File: config.mk
export PLATFORM = sky130hd
export DESIGN_NAME = bmp_unit
export DESIGN_NICKNAME = d
export VERILOG_FILES = /design/src/rtl/bmp_pkg.sv /design/src/rtl/bmp_range_cmp.sv /design/src/rtl/bmp_group.sv /design/src/rtl/bmp_unit.sv
export SDC_FILE = /design/constraint.sdc
export NUM_CORES = 2
export LEC_CHECK = 0
export ABC_CLOCK_PERIOD_IN_PS = 11600
export BUFFER_PORTS_ARGS = -buffer_cell sky130_fd_sc_hd__buf_4
export CAP_MARGIN = 20
export CORE_ASPECT_RATIO = 2
export CORE_MARGIN = 2
export CORE_UTILIZATION = 35
export DETAILED_ROUTE_END_ITERATION = 12
export GPL_TIMING_DRIVEN = 0
export MAX_ROUTING_LAYER = met4
export SLEW_MARGIN = 25
export SYNTH_ARGS = -nofsm -noshare
export SYNTH_HDL_FRONTEND = slang
export SYNTH_SLANG_ARGS = --single-unit
File: constraint.sdc
create_clock -name clk_i -period 11.6 [get_ports clk_i]
set_input_delay 2.32 -clock clk_i [delete_from_list [all_inputs] [get_ports clk_i]]
set_output_delay 2.32 -clock clk_i [all_outputs]
set_load 0.1 [all_outputs]
File: src/rtl/bmp_pkg.sv
package bmp_pkg;
  localparam int unsigned OFS_W   = 3;
  localparam int unsigned NUM_OFS = 6;
  localparam int unsigned STS_W   = 4;
  localparam int unsigned CFG_W   = 17;

  localparam int unsigned OFS_CFG  = 0;
  localparam int unsigned OFS_LO0  = 1;
  localparam int unsigned OFS_HI0  = 2;
  localparam int unsigned OFS_CLR  = 5;
  localparam int unsigned OFS_CTRL = 0;

  typedef enum logic [1:0] {
    SRC_II = 2'b00,
    SRC_OO = 2'b01,
    SRC_IO = 2'b10,
    SRC_DO = 2'b11
  } src_sel_e;

  typedef enum logic [1:0] {
    KND_INS = 2'd0,
    KND_OPA = 2'd1,
    KND_DAT = 2'd2
  } cmp_kind_e;

  // right field: [0] read, [1] write, [2] execute
  typedef struct packed {
    logic [2:0] sup1;
    logic [2:0] usr1;
    logic [2:0] sup0;
    logic [2:0] usr0;
    logic       en1;
    logic       en0;
    logic       comb;
    src_sel_e   src;
  } grp_cfg_t;
endpackage

File: src/rtl/bmp_range_cmp.sv
module bmp_range_cmp #(
  parameter int unsigned XLEN = 32
) (
  input  logic [XLEN-1:0] val_i,
  input  logic [XLEN-1:0] lo_i,
  input  logic [XLEN-1:0] hi_i,
  output logic            hit_o
);
  assign hit_o = (val_i >= lo_i) && (val_i <= hi_i);
endmodule

File: src/rtl/bmp_group.sv
module bmp_group import bmp_pkg::*; #(
  parameter int unsigned XLEN = 32
) (
  input  logic               clk_i,
  input  logic               rst_ni,
  input  logic [NUM_OFS-1:0] wr_sel_i,
  input  logic [XLEN-1:0]    wr_data_i,
  input  logic               prot_en_i,
  input  logic               if_valid_i,
  input  logic [XLEN-1:0]    if_addr_i,
  input  logic               op_valid_i,
  input  logic [XLEN-1:0]    op_addr_i,
  input  logic [XLEN-1:0]    op_data_i,
  input  logic [1:0]         op_kind_i,
  input  logic               priv_i,
  output logic               brk_o,
  output logic               viol_o,
  output logic [STS_W-1:0]   sts_o
);
  grp_cfg_t               cfg_q;
  logic [STS_W-1:0]       sts_q, set_d, clr_m;
  cmp_kind_e              knd [2];
  logic [1:0][XLEN-1:0]   val;
  logic [1:0]             act, in_rng, en, match, granted;

  always_ff @(posedge clk_i or negedge rst_ni)
    if (!rst_ni)                cfg_q <= '0;
    else if (wr_sel_i[OFS_CFG]) cfg_q <= grp_cfg_t'(wr_data_i[CFG_W-1:0]);

  assign en = {cfg_q.en1, cfg_q.en0};

  always_comb begin
    knd[0] = (cfg_q.src == SRC_DO) ? KND_DAT :
             (cfg_q.src == SRC_OO) ? KND_OPA : KND_INS;
    knd[1] = (cfg_q.src == SRC_II) ? KND_INS : KND_OPA;
    for (int k = 0; k < 2; k++) begin
      unique case (knd[k])
        KND_INS: begin val[k] = if_addr_i; act[k] = if_valid_i; end
        KND_OPA: begin val[k] = op_addr_i; act[k] = op_valid_i; end
        default: begin val[k] = op_data_i; act[k] = op_valid_i; end
      endcase
    end
  end

  for (genvar k = 0; k < 2; k++) begin : g_cmp
    logic [XLEN-1:0] lo_q, hi_q;
    logic [2:0]      rights;

    always_ff @(posedge clk_i or negedge rst_ni)
      if (!rst_ni) begin
        lo_q <= '0;
        hi_q <= '0;
      end else begin
        if (wr_sel_i[OFS_LO0 + 2*k]) lo_q <= wr_data_i;
        if (wr_sel_i[OFS_HI0 + 2*k]) hi_q <= wr_data_i;
      end

    bmp_range_cmp #(.XLEN(XLEN)) u_rng (
      .val_i (val[k]),
      .lo_i  (lo_q),
      .hi_i  (hi_q),
      .hit_o (in_rng[k])
    );

    if (k == 0) begin : g_r0
      assign rights = priv_i ? cfg_q.sup0 : cfg_q.usr0;
    end else begin : g_r1
      assign rights = priv_i ? cfg_q.sup1 : cfg_q.usr1;
    end

    always_comb begin
      if (knd[k] == KND_INS)   granted[k] = rights[2];
      else if (op_kind_i[1])   granted[k] = rights[0] & rights[1];
      else if (op_kind_i[0])   granted[k] = rights[1];
      else                     granted[k] = rights[0];
    end

    assign match[k] = en[k] & in_rng[k] & act[k];
  end

  always_comb begin
    set_d  = '0;
    brk_o  = 1'b0;
    viol_o = 1'b0;
    if (!prot_en_i) begin
      if (cfg_q.comb) begin
        if (cfg_q.src == SRC_DO && &match) begin
          set_d = '1;
          brk_o = 1'b1;
        end
      end else begin
        for (int k = 0; k < 2; k++)
          if (match[k]) begin
            brk_o      = 1'b1;
            set_d[k]   = 1'b1;
            set_d[k+2] = (knd[k] != KND_INS);
          end
      end
    end else begin
      for (int k = 0; k < 2; k++)
        if (match[k] && knd[k] != KND_DAT && !granted[k]) viol_o = 1'b1;
    end
  end

  assign clr_m = {STS_W{wr_sel_i[OFS_CLR]}} & wr_data_i[STS_W-1:0];

  always_ff @(posedge clk_i or negedge rst_ni)
    if (!rst_ni) sts_q <= '0;
    else         sts_q <= (sts_q & ~clr_m) | set_d;

  assign sts_o = sts_q;
endmodule

File: src/rtl/bmp_unit.sv
module bmp_unit import bmp_pkg::*; #(
  parameter  int unsigned NUM_GRP = 8,
  parameter  int unsigned XLEN    = 32,
  localparam int unsigned GRP_W   = $clog2(NUM_GRP + 1),
  localparam int unsigned ADDR_W  = GRP_W + OFS_W
) (
  input  logic                     clk_i,
  input  logic                     rst_ni,
  input  logic                     wr_en_i,
  input  logic [ADDR_W-1:0]        wr_addr_i,
  input  logic [XLEN-1:0]          wr_data_i,
  input  logic                     if_valid_i,
  input  logic [XLEN-1:0]          if_addr_i,
  input  logic                     op_valid_i,
  input  logic [XLEN-1:0]          op_addr_i,
  input  logic [XLEN-1:0]          op_data_i,
  input  logic [1:0]               op_kind_i,
  input  logic                     priv_i,
  output logic                     brk_o,
  output logic                     viol_o,
  output logic [STS_W*NUM_GRP-1:0] sts_o
);
  logic [GRP_W-1:0]                 wr_grp;
  logic [OFS_W-1:0]                 wr_ofs;
  logic [NUM_GRP-1:0][NUM_OFS-1:0]  wr_sel;
  logic [NUM_GRP-1:0]               grp_brk, grp_viol;
  logic                             prot_en_q, brk_q, viol_q;

  assign wr_grp = wr_addr_i[ADDR_W-1:OFS_W];
  assign wr_ofs = wr_addr_i[OFS_W-1:0];

  always_comb
    for (int g = 0; g < NUM_GRP; g++)
      for (int o = 0; o < NUM_OFS; o++)
        wr_sel[g][o] = wr_en_i && (wr_grp == GRP_W'(g)) && (wr_ofs == OFS_W'(o));

  always_ff @(posedge clk_i or negedge rst_ni)
    if (!rst_ni) prot_en_q <= 1'b0;
    else if (wr_en_i && wr_grp == GRP_W'(NUM_GRP) && wr_ofs == OFS_W'(OFS_CTRL))
      prot_en_q <= wr_data_i[0];

  for (genvar g = 0; g < NUM_GRP; g++) begin : g_grp
    bmp_group #(.XLEN(XLEN)) u_grp (
      .clk_i      (clk_i),
      .rst_ni     (rst_ni),
      .wr_sel_i   (wr_sel[g]),
      .wr_data_i  (wr_data_i),
      .prot_en_i  (prot_en_q),
      .if_valid_i (if_valid_i),
      .if_addr_i  (if_addr_i),
      .op_valid_i (op_valid_i),
      .op_addr_i  (op_addr_i),
      .op_data_i  (op_data_i),
      .op_kind_i  (op_kind_i),
      .priv_i     (priv_i),
      .brk_o      (grp_brk[g]),
      .viol_o     (grp_viol[g]),
      .sts_o      (sts_o[g*STS_W +: STS_W])
    );
  end

  always_ff @(posedge clk_i or negedge rst_ni)
    if (!rst_ni) begin
      brk_q  <= 1'b0;
      viol_q <= 1'b0;
    end else begin
      brk_q  <= |grp_brk;
      viol_q <= |grp_viol;
    end

  assign brk_o  = brk_q;
  assign viol_o = viol_q;
endmodule

==> key figures <==
Status
  – Run status: complete, no violations

Power
  – Maximum VDD drop: 0.129 mV
  – Static Leakage: 42.3 nW
  – Cell Pwr Density: 145 nW/um2
  – Part of the power in registers: 0.371
  – Fraction of power spent switching nets: 0.344
  – Switching Power: 4.44 mW
  – Internal power of the cells: 8.48 mW
  – Clock group share of total power: 0.350
  – Combinational share of power: 0.279

Worst setup path
  – Kind of start point of the critical path: input port
  – FF-to-FF Start: g_grp[3].u_grp.cfg_q[1]
  – Type of the setup path with the least slack: in2reg
  – Cell count of the worst reg-to-reg path: 15
  – Worst path arrival time: 8380 ps
  – Maximum fanout along the worst path: 10
  – Setup slack on the worst flop-to-flop path: 4190 ps
  – Endpoint kind of the worst setup timing path: register
  – Crit path required time: 12270 ps
  – Capture instance of the worst register-to-register path: brk_o

Floorplanning
  – Floorplan row count: 247
  – Standard cell core area: 226000 um2
  – Die area: 230000 um2
  – Floorplan die height: 677 um
  – Number of placed I/O pins: 177
  – Die extent in x: 340 um
  – Initial standard-cell utilization of the core: 0.351

Synth
  – Post-Synthesis Mean Instance Area: 9.47 um2
  – Distinct cell type count after synthesis: 87
  – Count of warnings emitted by yosys: 0
  – Number of synthesized flops with an enable pin: 0
  – Share of synthesized area occupied by flip-flops and latches: 0.378
  – Post-synth top flop: sky130_fd_sc_hd__dfrtp_1
  – Async set-reset flop share out of synthesis: 1.00
  – Net count after synthesis: 9528
  – Mapped Cells: 8361
  – Register bit count reported by yosys: 1195
  – Mapped Area: 79200 um2

Global route
  – Antenna violations before repair: 33
  – Tot GR Track Use: 0.294
  – Total global routing overflow: 0
  – Largest net degree at the start of global routing: 128
  – Wire length of the first global-routing pass: 468 mm
  – Via count of the first global-routing pass: 64.8k

Finish
  – Highest-count cells in the layout ignoring fill and taps: 1195 x sky130_fd_sc_hd__dfrtp_1, 1024 x sky130_fd_sc_hd__ha_1, 1015 x sky130_fd_sc_hd__inv_1
  – Share of layout cells above drive strength 1: 0.161
  – Total of fill cells in the finished design: 22.7k
  – Commonest non-fill, non-tap cell in the layout: sky130_fd_sc_hd__dfrtp_1
  – Final Util: 0.395
  – Relative area change from synthesis to final layout: 12.6%
  – Fin nets: 9817

Job
  – Maximum Capacitance Violations: 0

Drt
  – TritonRoute pass-1 iters: 6
  – Routed wirelength normalized by instance count: 28.5 um
  – DRC violation count after routing: 0
  – Post-Route WL: 335 mm
  – Mean number of vias per cell: 5.60
  – Via count: 65.9k
  – Residual antenna-violating net count after detailed routing: 0
  – DRC marker count from the first detailed-route iteration: 6376

Place
  – Routability congestion estimate: 1.07
  – Hpwl dp: 262 mm
  – Setup slack at placement: 3250 ps
  – PortBufs: 121

Timing
  – Final-layout worst hold slack: 482 ps
  – Final hold violation count: 0
  – Total of endpoints with negative setup slack in the final report: 0
  – Crit path setup slack, layout: 3890 ps
  – Pin slew with the least headroom to its limit: 1290 ps
  – Worst Skew: 41.2 ps
  – Number of pins exceeding their max-slew limit in the final report: 0
  – Slew HR: 0.137
  – Highest clock frequency the design can meet: 0.130 GHz
  – RSZ-0062 raised after global routing: false
  – Crit share post-route: 0.665
  – Post-layout min period: 7710 ps

Worst hold path
  – Hold crit path type: reg2reg
  – Min-Delay Path Depth: 2
  – Worst hold endpoint: g_grp[7].u_grp.sts_o[1]
  – Hold Path Origin: g_grp[7].u_grp.sts_o[1]

Clock tree
  – Root Buffer: sky130_fd_sc_hd__clkbuf_16
  – Number of setup buffers added after CTS: 0
  – Worst-skew pair later-pin latency: 840 ps
  – CTS tree: built
  – Total of cells resized after clock tree synthesis: 0
  – # clock sinks: 1195
  – Buffers from clock root to sink, at most: 3
  – Clock-pin slew on the worst setup and hold paths: 60 ps
  – CTS H-tree lvls: 4
  – Total CTS buffers: 135
  – Total of hold buffers inserted after clock tree synthesis: 0
routing by layer:
layer	vias up	global-route usage	part of all wire	wire, um
met2	2888	0.448	0.45	149000
met5	-	-	0	0
met3	901	0.0578	0.080	26900
met4	0	0.239	0.10	33400
li1	29600	-	-	-
met1	32500	0.334	0.37	125000
cells by family (layout without fill, tap and decap cells):
kind of cell | after synthesis | count (layout) | share of synthesized area
muxes | 1223 | 1223 | 0.169
adders and majority gates | 1024 | 1024 | 0.162
AOI/OAI and AO/OA | 1703 | 1703 | 0.123
buffers and inverters | 1522 | 1908 | 0.0721
DFF | 1195 | 1195 | 0.378
and+or+nand+nor | 1694 | 1694 | 0.0957
other | 0 | 23 | 0
power groups by stage:
| stage | clock, mW | combinational (mW) | sequential, mW |
|---|---|---|---|
| after floorplan | 0 | 2.12 | 4.96 |
| after global placement | 0 | 3.41 | 4.86 |
| after detailed placement | 0 | 3.51 | 4.86 |
| after CTS | 4.56 | 3.54 | 4.79 |
| after global routing | 4.71 | 3.93 | 4.83 |
| final | 4.52 | 3.60 | 4.79 |
metrics by stage:
| step | total power, mW | std cells | cell area (um2) | TNS [ps] |
|---|---|---|---|---|
| floorplan | 7.08 | 8361 | 79200 | 0 |
| global placement | 8.27 | 11500 | 83800 | -8057490 |
| detailed placement | 8.38 | 11500 | 84600 | 0 |
| CTS | 12.9 | 11700 | 89100 | 0 |
| global route | 13.5 | 11700 | 89100 | 0 |
| finish | 12.9 | 11800 | 89200 | 0 |
area by class of cell:
| cell class | instances | area (um2) | share of cell area |
|---|---|---|---|
| timing repair buffer | 152 | 1430 | 0.0161 |
| sequential | 1195 | 29900 | 0.335 |
| inverter | 1016 | 3810 | 0.0428 |
| buffer | 506 | 1980 | 0.0222 |
| clock inverter | 50 | 601 | 0.00674 |
| tap | 2988 | 3740 | 0.0419 |
| multi-input combinational | 5644 | 43800 | 0.491 |
| antenna | 23 | 57.6 | 0.000646 |
| clock buffer | 184 | 3880 | 0.0435 |
sequential cells by signal, indices dropped and copies added, names as in the netlist:
name                    count
g_grp.u_grp.sts_o          32
g_grp.u_grp.g_cmp.hi_q    512
prot_en_q                   1
g_grp.u_grp.cfg_q         136
g_grp.u_grp.g_cmp.lo_q    512
brk_o                       1
viol_o                      1
worst max-delay path: stages:
cell and delay [ps]:
sky130_fd_sc_hd__buf_4 240, sky130_fd_sc_hd__clkbuf_1 860, sky130_fd_sc_hd__mux2_2 390, sky130_fd_sc_hd__ha_1 270
sky130_fd_sc_hd__a21oi_1 130, sky130_fd_sc_hd__o21ai_1 110, sky130_fd_sc_hd__a2111oi_0 760, sky130_fd_sc_hd__o31ai_1 390
sky130_fd_sc_hd__a2111oi_2 750, sky130_fd_sc_hd__o221ai_2 520, sky130_fd_sc_hd__a31oi_1 490, sky130_fd_sc_hd__o22ai_1 130
sky130_fd_sc_hd__or4b_1 570, sky130_fd_sc_hd__o41a_1 420
cells in the mapped netlist (6+ instances only):
master / instances / area, um2
sky130_fd_sc_hd__nor3_1: 45 / 225
sky130_fd_sc_hd__mux2i_1: 295 / 2950
sky130_fd_sc_hd__o21ai_1: 43 / 215
sky130_fd_sc_hd__or4_1: 6 / 45.0
sky130_fd_sc_hd__and3_1: 6 / 37.5
sky130_fd_sc_hd__nand3_1: 90 / 450
sky130_fd_sc_hd__a31oi_1: 7 / 43.8
sky130_fd_sc_hd__nand4_1: 169 / 1060
sky130_fd_sc_hd__nor3b_1: 9 / 67.6
sky130_fd_sc_hd__or3_1: 6 / 37.5
sky130_fd_sc_hd__nand3b_1: 7 / 52.6
sky130_fd_sc_hd__dfrtp_1: 1195 / 29900
sky130_fd_sc_hd__a221o_1: 7 / 70.1
sky130_fd_sc_hd__o22ai_1: 7 / 43.8
sky130_fd_sc_hd__nor4_1: 19 / 119
sky130_fd_sc_hd__o211ai_1: 37 / 278
sky130_fd_sc_hd__nor2b_1: 46 / 288
sky130_fd_sc_hd__ha_1: 1024 / 12800
sky130_fd_sc_hd__a21oi_1: 620 / 3100
sky130_fd_sc_hd__mux2_2: 922 / 10400
sky130_fd_sc_hd__o31ai_1: 13 / 97.6
sky130_fd_sc_hd__inv_1: 1015 / 3810
sky130_fd_sc_hd__nand2_1: 811 / 3040
sky130_fd_sc_hd__a211oi_1: 46 / 345
sky130_fd_sc_hd__a2111oi_0: 22 / 193
sky130_fd_sc_hd__nor2_1: 398 / 1490
sky130_fd_sc_hd__clkbuf_1: 409 / 1540
sky130_fd_sc_hd__o21ai_0: 626 / 3130
sky130_fd_sc_hd__a221oi_1: 23 / 201
sky130_fd_sc_hd__a21o_1: 159 / 1190
sky130_fd_sc_hd__buf_1: 97 / 364
sky130_fd_sc_hd__and4_1: 35 / 307
sky130_fd_sc_hd__nand2b_1: 20 / 125
sky130_fd_sc_hd__o21a_1: 17 / 128
worst max-delay path by stage:
stage	startpoint	endpoint	slack, ps	depth (start not counted)
2_1_floorplan	op_addr_i[0]	brk_o	6080	13
3_3_place_gp	rst_ni	g_grp[2].u_grp.cfg_q[15]	-7080	1
3_5_place_dp	op_addr_i[11]	brk_o	3250	14
4_1_cts	op_addr_i[11]	brk_o	4090	14
5_1_grt	op_addr_i[11]	brk_o	4050	14
6_report	op_addr_i[11]	brk_o	3890	14
(Power assumes the default switching activity.)
